## src/rtl/fpsw_pkg.sv

```systemverilog
package fpsw_pkg;
  localparam int WORD_W    = 32;
  localparam int FLAG_W    = 5;
  localparam int FLAG_LSB  = 27;
  localparam int RM_LSB    = 9;
  localparam int RM_W      = 2;
  localparam int FLUSH_POS = 5;
  localparam int QHEAD     = 21;
  localparam int QLEN      = 10;
  localparam int CBIT      = 26;
  localparam int TGT_W     = 3;
  localparam int MASK_W    = 5;
  localparam int POS_W     = $clog2(WORD_W);

  typedef enum logic [RM_W-1:0] {
    RND_NEAR = 2'd0,
    RND_ZERO = 2'd1,
    RND_POS  = 2'd2,
    RND_NEG  = 2'd3
  } rnd_e;

  typedef enum logic [1:0] {
    REL_GT = 2'd0,
    REL_LT = 2'd1,
    REL_EQ = 2'd2,
    REL_UN = 2'd3
  } rel_e;

  typedef struct packed {
    logic             load;
    logic             merge;
    logic             cmpTgt;
    logic             cmpQueue;
    logic             cmpBit;
    logic [POS_W-1:0] tgtPos;
  } upd_t;
endpackage

```

## src/rtl/fpsw_ctrl.sv

```systemverilog
module fpsw_ctrl
  import fpsw_pkg::*;
(
  input  logic              clk,
  input  logic              rstN,
  input  logic              wrEn,
  input  logic              flagValid,
  input  logic [FLAG_W-1:0] flagRaw,
  input  logic              cmpValid,
  input  logic [1:0]        cmpRel,
  input  logic [MASK_W-1:0] cmpMask,
  input  logic [TGT_W-1:0]  cmpTarget,
  input  logic [FLAG_W-1:0] trapEnables,
  output upd_t              upd,
  output logic              trapPulse
);
  logic selBit;
  logic trapNext;

  // Relation code picks one condition-mask bit; mask bit 0 is never used here.
  always_comb begin
    unique case (rel_e'(cmpRel))
      REL_GT:  selBit = cmpMask[4];
      REL_LT:  selBit = cmpMask[3];
      REL_EQ:  selBit = cmpMask[2];
      default: selBit = cmpMask[1];
    endcase
  end

  always_comb begin
    upd.load     = wrEn;
    upd.merge    = flagValid && !wrEn;
    upd.cmpTgt   = cmpValid && !wrEn && (cmpTarget != '0);
    upd.cmpQueue = cmpValid && !wrEn && (cmpTarget == '0);
    upd.cmpBit   = selBit;
    upd.tgtPos   = POS_W'(QHEAD + 1) - POS_W'(cmpTarget);
  end

  // Merging flags never touches the enable field, so the pre-merge enables
  // equal the enables of the updated word.
  assign trapNext = upd.merge && ((flagRaw & trapEnables) != '0);

  always_ff @(posedge clk) begin
    if (!rstN) trapPulse <= 1'b0;
    else       trapPulse <= trapNext;
  end


  trap_on_enabled_chk: assert property (@(posedge clk) disable iff (!rstN)
    (flagValid && !wrEn && ((flagRaw & trapEnables) != '0)) |=> trapPulse);


  trap_needs_report_chk: assert property (@(posedge clk) disable iff (!rstN)
    trapPulse |-> $past(flagValid) && !$past(wrEn));


  trap_blocked_by_write_chk: assert property (@(posedge clk) disable iff (!rstN)
    wrEn |=> !trapPulse);
endmodule

```

## src/rtl/fpsw_dpath.sv

```systemverilog
module fpsw_dpath
  import fpsw_pkg::*;
(
  input  logic              clk,
  input  logic              rstN,
  input  upd_t              upd,
  input  logic [WORD_W-1:0] wrData,
  input  logic [FLAG_W-1:0] flagRaw,
  output logic [WORD_W-1:0] word
);
  logic [WORD_W-1:0] merged;
  logic [WORD_W-1:0] nextWord;

  always_comb begin
    merged = word;
    if (upd.merge && (flagRaw != '0))
      merged[FLAG_LSB +: FLAG_W] = word[FLAG_LSB +: FLAG_W] | flagRaw;
  end

  always_comb begin
    nextWord = merged;
    if (upd.cmpTgt) begin
      nextWord[upd.tgtPos] = upd.cmpBit;
    end else if (upd.cmpQueue) begin
      for (int i = 0; i < QLEN; i++)
        nextWord[QHEAD-QLEN+i] = merged[QHEAD-QLEN+1+i];
      nextWord[QHEAD] = merged[CBIT];
      nextWord[CBIT]  = upd.cmpBit;
    end
    if (upd.load) nextWord = wrData;
  end

  always_ff @(posedge clk) begin
    if (!rstN) word <= '0;
    else       word <= nextWord;
  end


  load_value_chk: assert property (@(posedge clk) disable iff (!rstN)
    upd.load |=> word == $past(wrData));


  zero_flags_hold_chk: assert property (@(posedge clk) disable iff (!rstN)
    (upd.merge && flagRaw == '0 && !upd.cmpTgt && !upd.cmpQueue && !upd.load)
      |=> $stable(word));


  target_bit_written_chk: assert property (@(posedge clk) disable iff (!rstN)
    (upd.cmpTgt && !upd.load) |=> word[$past(upd.tgtPos)] == $past(upd.cmpBit));


  queue_head_chk: assert property (@(posedge clk) disable iff (!rstN)
    (upd.cmpQueue && !upd.load) |=> word[CBIT] == $past(upd.cmpBit)
                                   && word[QHEAD] == $past(word[CBIT]));
endmodule

```

## src/rtl/fpsw_unit.sv

```systemverilog
module fpsw_unit
  import fpsw_pkg::*;
(
  input  logic              clk,
  input  logic              rstN,
  input  logic              wrEn,
  input  logic [WORD_W-1:0] wrData,
  input  logic              flagValid,
  input  logic [FLAG_W-1:0] flagRaw,
  input  logic              cmpValid,
  input  logic [1:0]        cmpRel,
  input  logic [MASK_W-1:0] cmpMask,
  input  logic [TGT_W-1:0]  cmpTarget,
  output logic [WORD_W-1:0] statusWord,
  output logic [RM_W-1:0]   roundMode,
  output logic              flushEn,
  output logic              trapPulse
);
  upd_t              upd;
  logic [WORD_W-1:0] word;
  rnd_e              rnd;

  fpsw_ctrl u_ctrl (
    .clk(clk), .rstN(rstN), .wrEn(wrEn),
    .flagValid(flagValid), .flagRaw(flagRaw),
    .cmpValid(cmpValid), .cmpRel(cmpRel), .cmpMask(cmpMask),
    .cmpTarget(cmpTarget), .trapEnables(word[FLAG_W-1:0]),
    .upd(upd), .trapPulse(trapPulse)
  );

  fpsw_dpath u_dpath (
    .clk(clk), .rstN(rstN), .upd(upd), .wrData(wrData),
    .flagRaw(flagRaw), .word(word)
  );

  assign rnd        = rnd_e'(word[RM_LSB +: RM_W]);
  assign roundMode  = rnd;
  assign flushEn    = word[FLUSH_POS];
  assign statusWord = word;


  reset_clear_chk: assert property (@(posedge clk)
    !rstN |=> statusWord == '0 && !trapPulse);
endmodule

```

## config.mk

```make
export PLATFORM = sky130hd
export DESIGN_NAME = fpsw_unit
export DESIGN_NICKNAME = d
export VERILOG_FILES = /design/src/rtl/fpsw_pkg.sv /design/src/rtl/fpsw_ctrl.sv /design/src/rtl/fpsw_dpath.sv /design/src/rtl/fpsw_unit.sv
export SDC_FILE = /design/constraint.sdc
export NUM_CORES = 1
export LEC_CHECK = 0
export ABC_AREA = 0
export CORE_UTILIZATION = 45
export DETAILED_ROUTE_END_ITERATION = 8
export DONT_BUFFER_PORTS = 1
export PLACE_DENSITY = 0.64
export SYNTH_ARGS = -nofsm -noshare
export SYNTH_HDL_FRONTEND = slang
export SYNTH_HIERARCHICAL = 1
export SYNTH_SLANG_ARGS = --single-unit
```

## constraint.sdc

```tcl
create_clock -name clk -period 4.5 [get_ports clk]
set_input_delay 1.35 -clock clk [delete_from_list [all_inputs] [get_ports clk]]
set_output_delay 1.35 -clock clk [all_outputs]
set_load 0.01 [all_outputs]
```

==> results of run 1 <==
==> final timing paths <==
kind	endpoint	slack, ns	from
max	u_dpath/word[24]	1.57	cmpTarget[0]
min	u_dpath/word[11]	0.58	u_dpath/word[11]
max reg2reg	u_dpath/word[20]	3.45	u_dpath/word[21]
min reg2reg	u_dpath/word[11]	0.58	u_dpath/word[11]
==> logic make-up after synthesis <==
family	synth area share (%)
mux	5.29
fa+ha+maj	1.76
buf+inv	7.58
simple gates	26.4
compound gates	27.9
flops	31.0
==> critical path: cells and delay by family <==
family | cells | cell delay, ns
and+or+nand+nor | 4 | 0.94
AOI/OAI and AO/OA | 1 | 0.08
adders and majority gates | 1 | 0.17
buffers and inverters | 2 | 0.31
muxes | 1 | 0.21
==> synth_stat cells, types with 6 or more instances <==
library cell | n | area (um2)
o311a_1 | 6 | 60.1
nor2_1 | 21 | 78.8
and3_1 | 6 | 37.5
nand3_1 | 10 | 50.1
nor2b_1 | 7 | 43.8
dfxtp_1 | 33 | 661
nand2_1 | 17 | 63.8
a21oi_1 | 31 | 155
buf_2 | 12 | 60.1
o21ai_0 | 23 | 115
buf_4 | 6 | 45.0
nand2b_1 | 6 | 37.5
o31ai_1 | 7 | 52.6
mux2i_1 | 9 | 90.1
inv_1 | 6 | 22.5
nor3b_1 | 9 | 67.6
clkbuf_1 | 7 | 26.3
==> state kept, by name, summed over array words and instances (netlist names) <==
signal / cells
u_dpath/word: 32
u_ctrl/trapPulse: 1
==> layout make-up <==
| type | count | area [um2] |
|---|---|---|
| timing repair buffer | 1 | 7.51 |
| inverter | 7 | 26.3 |
| tap | 52 | 65.1 |
| clock buffer | 7 | 86.3 |
| multi-input combinational | 206 | 1310 |
| sequential | 33 | 661 |
| fill | 461 | 2290 |
==> power by group through the flow <==
| stage | registers, W | clock network [W] | logic (W) |
|---|---|---|---|
| 3_5_place_dp | 0.000348 | 0 | 0.000104 |
| 3_3_place_gp | 0.000348 | 0 | 0.000102 |
| 2_1_floorplan | 0.000341 | 0 | 0.000100 |
| 4_1_cts | 0.000341 | 0.000231 | 0.000104 |
| 5_1_grt | 0.000344 | 0.000241 | 0.000117 |
| 6_report | 0.000341 | 0.000225 | 0.000105 |
==> routing by layer <==
layer	wire [um]	vias up	global-route usage (%)
met5	0	-	0
met4	102	0	9.56
met3	506	10	5.84
met2	2640	81	36.1
met1	2650	939	32.2
li1	-	976	-
==> stage by stage <==
| step | cells | hold WS, ns |
|---|---|---|
| 6_report | 306 | 0.584 |
| 5_1_grt | 306 | 0.617 |
| 4_1_cts | 306 | 0.591 |
| 3_5_place_dp | 299 | 0.576 |
| 3_3_place_gp | 299 | 0.571 |
| 2_1_floorplan | 272 | 0.550 |
==> qor.csv, run 1 <==
metric,value,unit
track_usage,23.7,%
final_common_cell,dfxtp_1,
fin_crit_sh,65.0,%
core,4440,um2
pin_count,88,
hold_viol,0,
post-cts-setup-buffer-count,0,
switching_share,29.0,%
reg2reg_depth,4,
cts_max_path_buffers,2,
syn_nets,327,
drtPass1Iterations,7,
gp_congestion,0.825,
clkTransAtPathRegs,0.06,ns
skew,0.00260,ns
violations,DRC,
tightest_slew,0.642,ns
cap_violations,0,
clock_latency,0.28,ns
vdd_drop_max,0.109,mV
cts_tree,built,
fmax,342,MHz
holdBufCountCts,0,
ys_seq_area_share,31.0,%
final_cell_mix,"33 x dfxtp_1, 31 x a21oi_1, 23 x o21ai_0",
p_int,0.000476,W
crit_required,4.64,ns
endpoint_kind,register,
ant_nets,0,
die_x,70.8,um
syn_area,2130,um2
max_slew_margin,57.2,%
viasPerCell,6.56,
synthFlopType,dfxtp_1,
p_leak,0.782,nW
post-dp-hpwl,4140,um
cts-htree-levels,2,
clkPwrFrac,33.5,%
wl,5900,um
drc,14,
p_switching,0.000195,W
io_buffer_count,0,
fin_crit,2.93,ns
slowest_delay,0.45,ns
synth_edf_count,0,
syn_avg_cell_area,7.83,um2
rsz0062_at_grt,no,
root_buffer,clkbuf_8,
yosysUniqueCellTypes,44,
power_frac_seq,50.9,%
syn_to_final_growth,1.35,%
crit_chain,inv_1 -> ha_1 -> nor2b_1 -> nor3b_2 -> buf_4 -> or3b_4 -> nor3_2 -> mux2i_1 -> a21oi_1,
yosysWarnings,6,
dpl_worst_slack,1.28,ns
final_area,2160,um2
slew_violations,0,
grt-ovfl-total,0,
synth_seq_cells,33,
cts_made_buffers,5,
die_h,70.8,um
syn_inst,272,
async_reset_ff_share,0,%
power.density,311,nW/um2
cp_slowest_cell,or3b_4,
hp-class,reg -> reg,
worstPathArrival,3.07,ns
comb_power_share,15.6,%
setup_viol,0,
status,finished with violations,
final_net_count,309,
final_layout_size_suffix_gt1_share,5.51,%
num_rows,24,
power,0.000671,W
grt_pass1_vias,1878,
crit_type,in -> reg,
drtIter0Drc,88,
tns,0,ns
cts_sinks,33,
post-route-util,48.6,%
path_max_fanout,25,
die_area,5010,um2
grt_max_degree,37,
initial_core_util,47.9,%
setup_slack,1.57,ns
num_antenna_cells,0,
num_vias,2006,
cts.repair.resized,0,
setup.worst_path.start_class,primary input,
antenna_found_initial,0,
holdPathStages,1,
dpl_cell_area,2070,um2
grt_pass1_wl,9360,um
wire_per_inst,19.3,um
Note: power is estimated with default switching activity, not from simulation.
==> inputs of run 2 (changes only) <==
--- a/config.mk
+++ b/config.mk
@@ -5,11 +5,11 @@
 export SDC_FILE = /design/constraint.sdc
 export NUM_CORES = 1
 export LEC_CHECK = 0
-export ABC_AREA = 0
+export ABC_AREA = 1
 export CORE_UTILIZATION = 45
 export DETAILED_ROUTE_END_ITERATION = 8
 export DONT_BUFFER_PORTS = 1
-export PLACE_DENSITY = 0.64
+export PLACE_DENSITY = 0.66
 export SYNTH_ARGS = -nofsm -noshare
 export SYNTH_HDL_FRONTEND = slang
 export SYNTH_HIERARCHICAL = 1
==> constraint.sdc (replaced) <==
create_clock -name clk -period 2.4 [get_ports clk]
set_input_delay 0.72 -clock clk [delete_from_list [all_inputs] [get_ports clk]]
set_output_delay 0.72 -clock clk [all_outputs]
set_load 0.01 [all_outputs]
==> run 2 against run 1 <==
  * Core utilization up 0.41 points
  * Wire length is 8.1% higher
  * Combinational power rose by 150%
  * Via count up 22%
  * Hold slack got worse by 0.045 ns
  * Largest power group unchanged
  * Synthesized area grew 12%
  * Highest routed layer unchanged
  * The run now ends clean
==> qor.csv, run 2 <==
metric,value,unit
register_area,661,um2
synth_top_area_share,27.7,%
setup_viol,0,
track_usage,23.6,%
final_cell_mix,"131 x nand2_1, 55 x nor2_1, 37 x inv_1",
crit_required,2.58,ns
crit_family,compound AO/OA/AOI/OAI gates,
clkTransAtPathRegs,0.07,ns
grt-ovfl-total,0,
dpl_cell_area,2400,um2
synth_top_cell_by_area,dfxtp_1,
p_leak,1.17,nW
syn_to_final_growth,4.93,%
hp-class,reg -> reg,
slowest_delay,0.31,ns
clock_latency,0.28,ns
endpoint_kind,register,
max_slew_margin,65.0,%
cts_sinks,33,
synth_seq_cells,33,
skew,0.00155,ns
fillCellCount,567,
yosysUniqueCellTypes,25,
cts.repair.resized,0,
die_area,5590,um2
final_net_count,452,
status,completed,
fin_crit,2.07,ns
yosys-top-cells-count,"131 x nand2_1, 55 x nor2_1, 37 x inv_1",
top_regs,"u_dpath/word: 32 flops, u_ctrl/trapPulse: 1 flops",
grt_max_degree,39,
cts_tree,built,
crit_chain,inv_1 -> ha_1 -> a21oi_1 -> buf_4 -> nand3_1 -> o21ai_0 -> nand2_1 -> a21oi_1 -> nor2_1,
num_rows,26,
yosysMostFrequentCell,nand2_1,
slew_violations,0,
final_common_cell,nand2_1,
syn_nets,460,
ys_seq_area_share,27.7,%
antenna_found_initial,0,
syn_avg_cell_area,5.89,um2
io_buffer_count,0,
pin_count,88,
cap_violations,0,
drc,0,
crit_buf_inv,2,
synth_edf_count,0,
grt_pass1_vias,2168,
path_max_fanout,8,
root_buffer,clkbuf_8,
largest_reg_flops,32,
num_antenna_cells,0,
crit_type,in -> reg,
drtIter0Drc,153,
cts_made_buffers,5,
yosys-top-cells-area,"dfxtp_1 28%, nand2_1 21%, nor2_1 8.7%, o21ai_0 6.3%, inv_1 5.8%",
holdBufCountCts,0,
final_area,2500,um2
wl,6380,um
post-cts-setup-buffer-count,0,
viasPerCell,5.25,
yosysWarnings,6,
synthFlopType,dfxtp_1,
hold_viol,0,
die_x,74.8,um
fmax,483,MHz
worstPathArrival,2.25,ns
rsz0062_at_grt,no,
ant_nets,0,
power.density,546,nW/um2
multi_input_area,1440,um2
num_vias,2457,
post-dp-hpwl,4760,um
die_h,74.8,um
syn_area,2380,um2
cpMostUsedCell,a21oi_1,
wire_per_inst,13.6,um
tns,0,ns
cts-htree-levels,2,
cp_slowest_cell,a21oi_1,
cts_max_path_buffers,2,
vdd_drop_max,0.217,mV
fin_crit_sh,86.3,%
setup.worst_path.start_class,primary input,
final_layout_size_suffix_gt1_share,8.79,%
async_reset_ff_share,0,%
initial_core_util,46.7,%
tightest_slew,0.525,ns
gp_congestion,0.851,
top_register,u_dpath/word,
core,5110,um2
drtPass1Iterations,4,
timing.hold.ws,0.539,ns
syn_inst,405,
grt_pass1_wl,10100,um
==> run 2: cell count changes in the layout (fill, tap and decap cells not counted), moves of 7 or more <==
cell,change
nand3_1,+10
nor2b_1,-7
nand2_1,+114
nor2_1,+34
o31ai_1,-7
mux2i_1,-9
inv_1,+31
a22oi_1,+7
o211ai_1,+9
o21ai_0,+7
nor3b_1,-8
==> run 2: metal layers <==
layer	routed length, um	GRT usage [%]	vias to the layer above
met4	82	6.71	0
met3	534	6.29	8
met1	2950	32.1	1092
li1	-	-	1275
met2	2810	36.9	82
met5	0	0	-
==> run 2: cells by family (layout without fill, tap and decap cells) <==
logic type	Yosys count	in the layout	synth area share [%]
compound gates	78	78	18.3
flops	33	33	27.7
buf+inv	65	58	11.8
fa+ha+maj	3	3	1.57
simple gates	226	226	40.6
==> run 2: final timing paths <==
kind	start	endpoint	slack (ns)	cells after the start
min	u_dpath/word[22]	u_dpath/word[22]	0.54	2
min reg2reg	u_dpath/word[22]	u_dpath/word[22]	0.54	2
max	cmpTarget[0]	u_dpath/word[6]	0.33	9
max reg2reg	u_dpath/word[12]	u_dpath/word[11]	1.48	4
==> run 2: layout make-up <==
| cell class | count | share of cell area (%) |
|---|---|---|
| multi-input cells | 307 | 57.6 |
| inverters | 44 | 6.60 |
| flip-flops and latches | 33 | 26.4 |
| clock buffers | 7 | 3.85 |
| repair buffers | 6 | 1.80 |
| well taps | 70 | 3.50 |
| clock inverters | 1 | 0.200 |
==> run 2: worst min-delay path, stage by stage (launching register included) <==
cell and delay [ns]:
dfxtp_1 0.35, nand3_1 0.09, a21oi_1 0.06
==> run 2: power breakdown <==
group / switching, W / total (W) / internal [W]
combinational: 0.000170 / 0.000260 / 0.0000906
sequential: 0.0000484 / 0.000634 / 0.000585
clock: 0.000212 / 0.000471 / 0.000259
==> run 2: stage by stage <==
stage / utilization, % / total power, W / instances / setup slack (ns)
floorplan: - / 0.000870 / 405 / 0.121
global placement: 47.0 / 0.000902 / 460 / 0.147
finish: 49.0 / 0.00137 / 468 / 0.328
CTS: 49.0 / 0.00138 / 468 / 0.392
detailed placement: 47.0 / 0.000906 / 460 / 0.0977
global route: 49.0 / 0.00145 / 468 / 0.139
==> inputs of run 3 (changes only) <==
--- a/config.mk
+++ b/config.mk
@@ -10,6 +10,7 @@
 export DETAILED_ROUTE_END_ITERATION = 8
 export DONT_BUFFER_PORTS = 1
 export PLACE_DENSITY = 0.66
+export SETUP_SLACK_MARGIN = 0.5
 export SYNTH_ARGS = -nofsm -noshare
 export SYNTH_HDL_FRONTEND = slang
 export SYNTH_HIERARCHICAL = 1
==> run 3 against run 2 <==
  * Clock power is 11% lower
  * Non-clock buffer count did not move
  * Clock-buffer cell count decreased by 1
  * Power down 0.80%
  * Fmax grew 15%
  * Flip-flop and latch count stayed put
  * First-iteration DRC count is 19% lower
  * Wire length is 4.2% higher
==> qor.csv, run 3 (synthesis results as in run 2) <==
metric,value,unit
status,completed,
post-route-util,52.4,%
post-dp-hpwl,4850,um
fin_crit,1.80,ns
root_buffer,clkbuf_8,
register_area,661,um2
num_antenna_cells,0,
setup.worst_path.start_class,primary input,
cts-htree-levels,2,
viasPerCell,5.40,
largest_reg_flops,32,
cts_max_path_buffers,2,
hold_viol,0,
cp_slowest_cell,a21oi_4,
grt_pass1_wl,10700,um
final_area,2670,um2
slowest_delay,0.26,ns
holdBufCountCts,0,
multi_input_area,1590,um2
drc,0,
vdd_drop_max,0.242,mV
p_leak,1.19,nW
fmax,554,MHz
die_x,74.8,um
antenna_found_initial,0,
clock_latency,0.30,ns
ant_nets,0,
path_max_fanout,8,
pin_count,88,
hp-class,reg -> reg,
power,0.00135,W
power.density,506,nW/um2
crit_chain,inv_1 -> ha_2 -> a21oi_4 -> buf_12 -> inv_4 -> nor2_8 -> inv_2 -> o21ai_1 -> nand2_1 -> nand2_1 -> nor2_1,
cap_violations,0,
track_usage,25.5,%
final_net_count,452,
tns,0,ns
skew,0.00413,ns
crit_required,2.59,ns
tightest_slew,0.533,ns
die_h,74.8,um
die_area,5590,um2
crit_buf_inv,4,
syn_to_final_growth,12.2,%
final_layout_size_suffix_gt1_share,15.1,%
timing.hold.ws,0.533,ns
wl,6640,um
core,5110,um2
cpMostUsedCell,nand2_1,
wire_per_inst,14.2,um
worstPathArrival,1.99,ns
max_slew_margin,64.4,%
crit_family,compound AO/OA/AOI/OAI gates,
top_regs,"u_dpath/word: 32 flops, u_ctrl/trapPulse: 1 flops",
rsz0062_at_grt,yes,
setup_viol,0,
fin_crit_sh,75.2,%
final_cell_mix,"128 x nand2_1, 52 x nor2_1, 33 x dfxtp_1",
top_register,u_dpath/word,
grt_pass1_vias,2245,
endpoint_kind,register,
drtIter0Drc,124,
drtPass1Iterations,5,
gp_congestion,0.854,
fillCellCount,530,
crit_type,in -> reg,
grt-ovfl-total,0,
slew_violations,0,
initial_core_util,46.7,%
grt_max_degree,39,
cts_made_buffers,5,
io_buffer_count,0,
final_common_cell,nand2_1,
num_rows,26,
dpl_cell_area,2530,um2
cts_tree,built,
cts_sinks,33,
num_vias,2528,
clkTransAtPathRegs,0.06,ns
## run 3: changes by cell type in the layout (fill, tap and decap cells not counted), sizes merged
cell,previous run,this run
clkinv,1,2
clkinvlp,0,1
clkbuf,7,6
inv,44,43
## run 3: tightest hold or removal path: stages (launching register included)
cell and delay, ns:
dfxtp_1 0.34, nand3_1 0.09, a21oi_1 0.06
## run 3: power by group
group / total, W / internal, W / switching (W)
Combinational: 0.000302 / 0.000109 / 0.000193
Clock: 0.000417 / 0.000201 / 0.000216
Sequential: 0.000635 / 0.000585 / 0.0000492
## run 3: path summary, 6_finish.rpt
check,start,end,slack (ns),cells past startpoint
max,cmpTarget[0],u_dpath/word[19],0.60,11
min,u_dpath/word[22],u_dpath/word[22],0.53,2
max reg2reg,u_dpath/word[12],u_dpath/word[11],1.46,4
min reg2reg,u_dpath/word[22],u_dpath/word[22],0.53,2
## run 3: timing repair
action	in CTS	in global routing
endpoints found under the setup margin	11	21
hold endpoints to repair	0	0
gates resized for setup	1	2
pin swaps	0	2
setup buffers	0	3
## run 3: per-stage QoR
step                      setup slack [ns]  instances
after floorplan                      0.474        405
after global placement               0.127        457
after detailed placement            0.0540        457
after CTS                            0.505        465
after global routing                 0.444        468
final                                0.596        468
## run 3: routing by layer
| layer | wire, um | vias to the layer above | GRT usage [%] |
|---|---|---|---|
| met5 | 0 | - | 0 |
| met4 | 79 | 0 | 9.43 |
| met3 | 475 | 5 | 7.90 |
| met2 | 3040 | 91 | 39.3 |
| met1 | 3040 | 1152 | 33.4 |
| li1 | - | 1280 | - |
## run 3: layout make-up
class / count / area share (%)
Sequential cell: 33 / 24.7
Timing Repair Buffer: 6 / 2.62
Clock buffer: 6 / 2.71
Inverter: 44 / 6.69
Multi-Input combinational cell: 307 / 59.6
Tap cell: 70 / 3.28
Clock inverter: 2 / 0.374
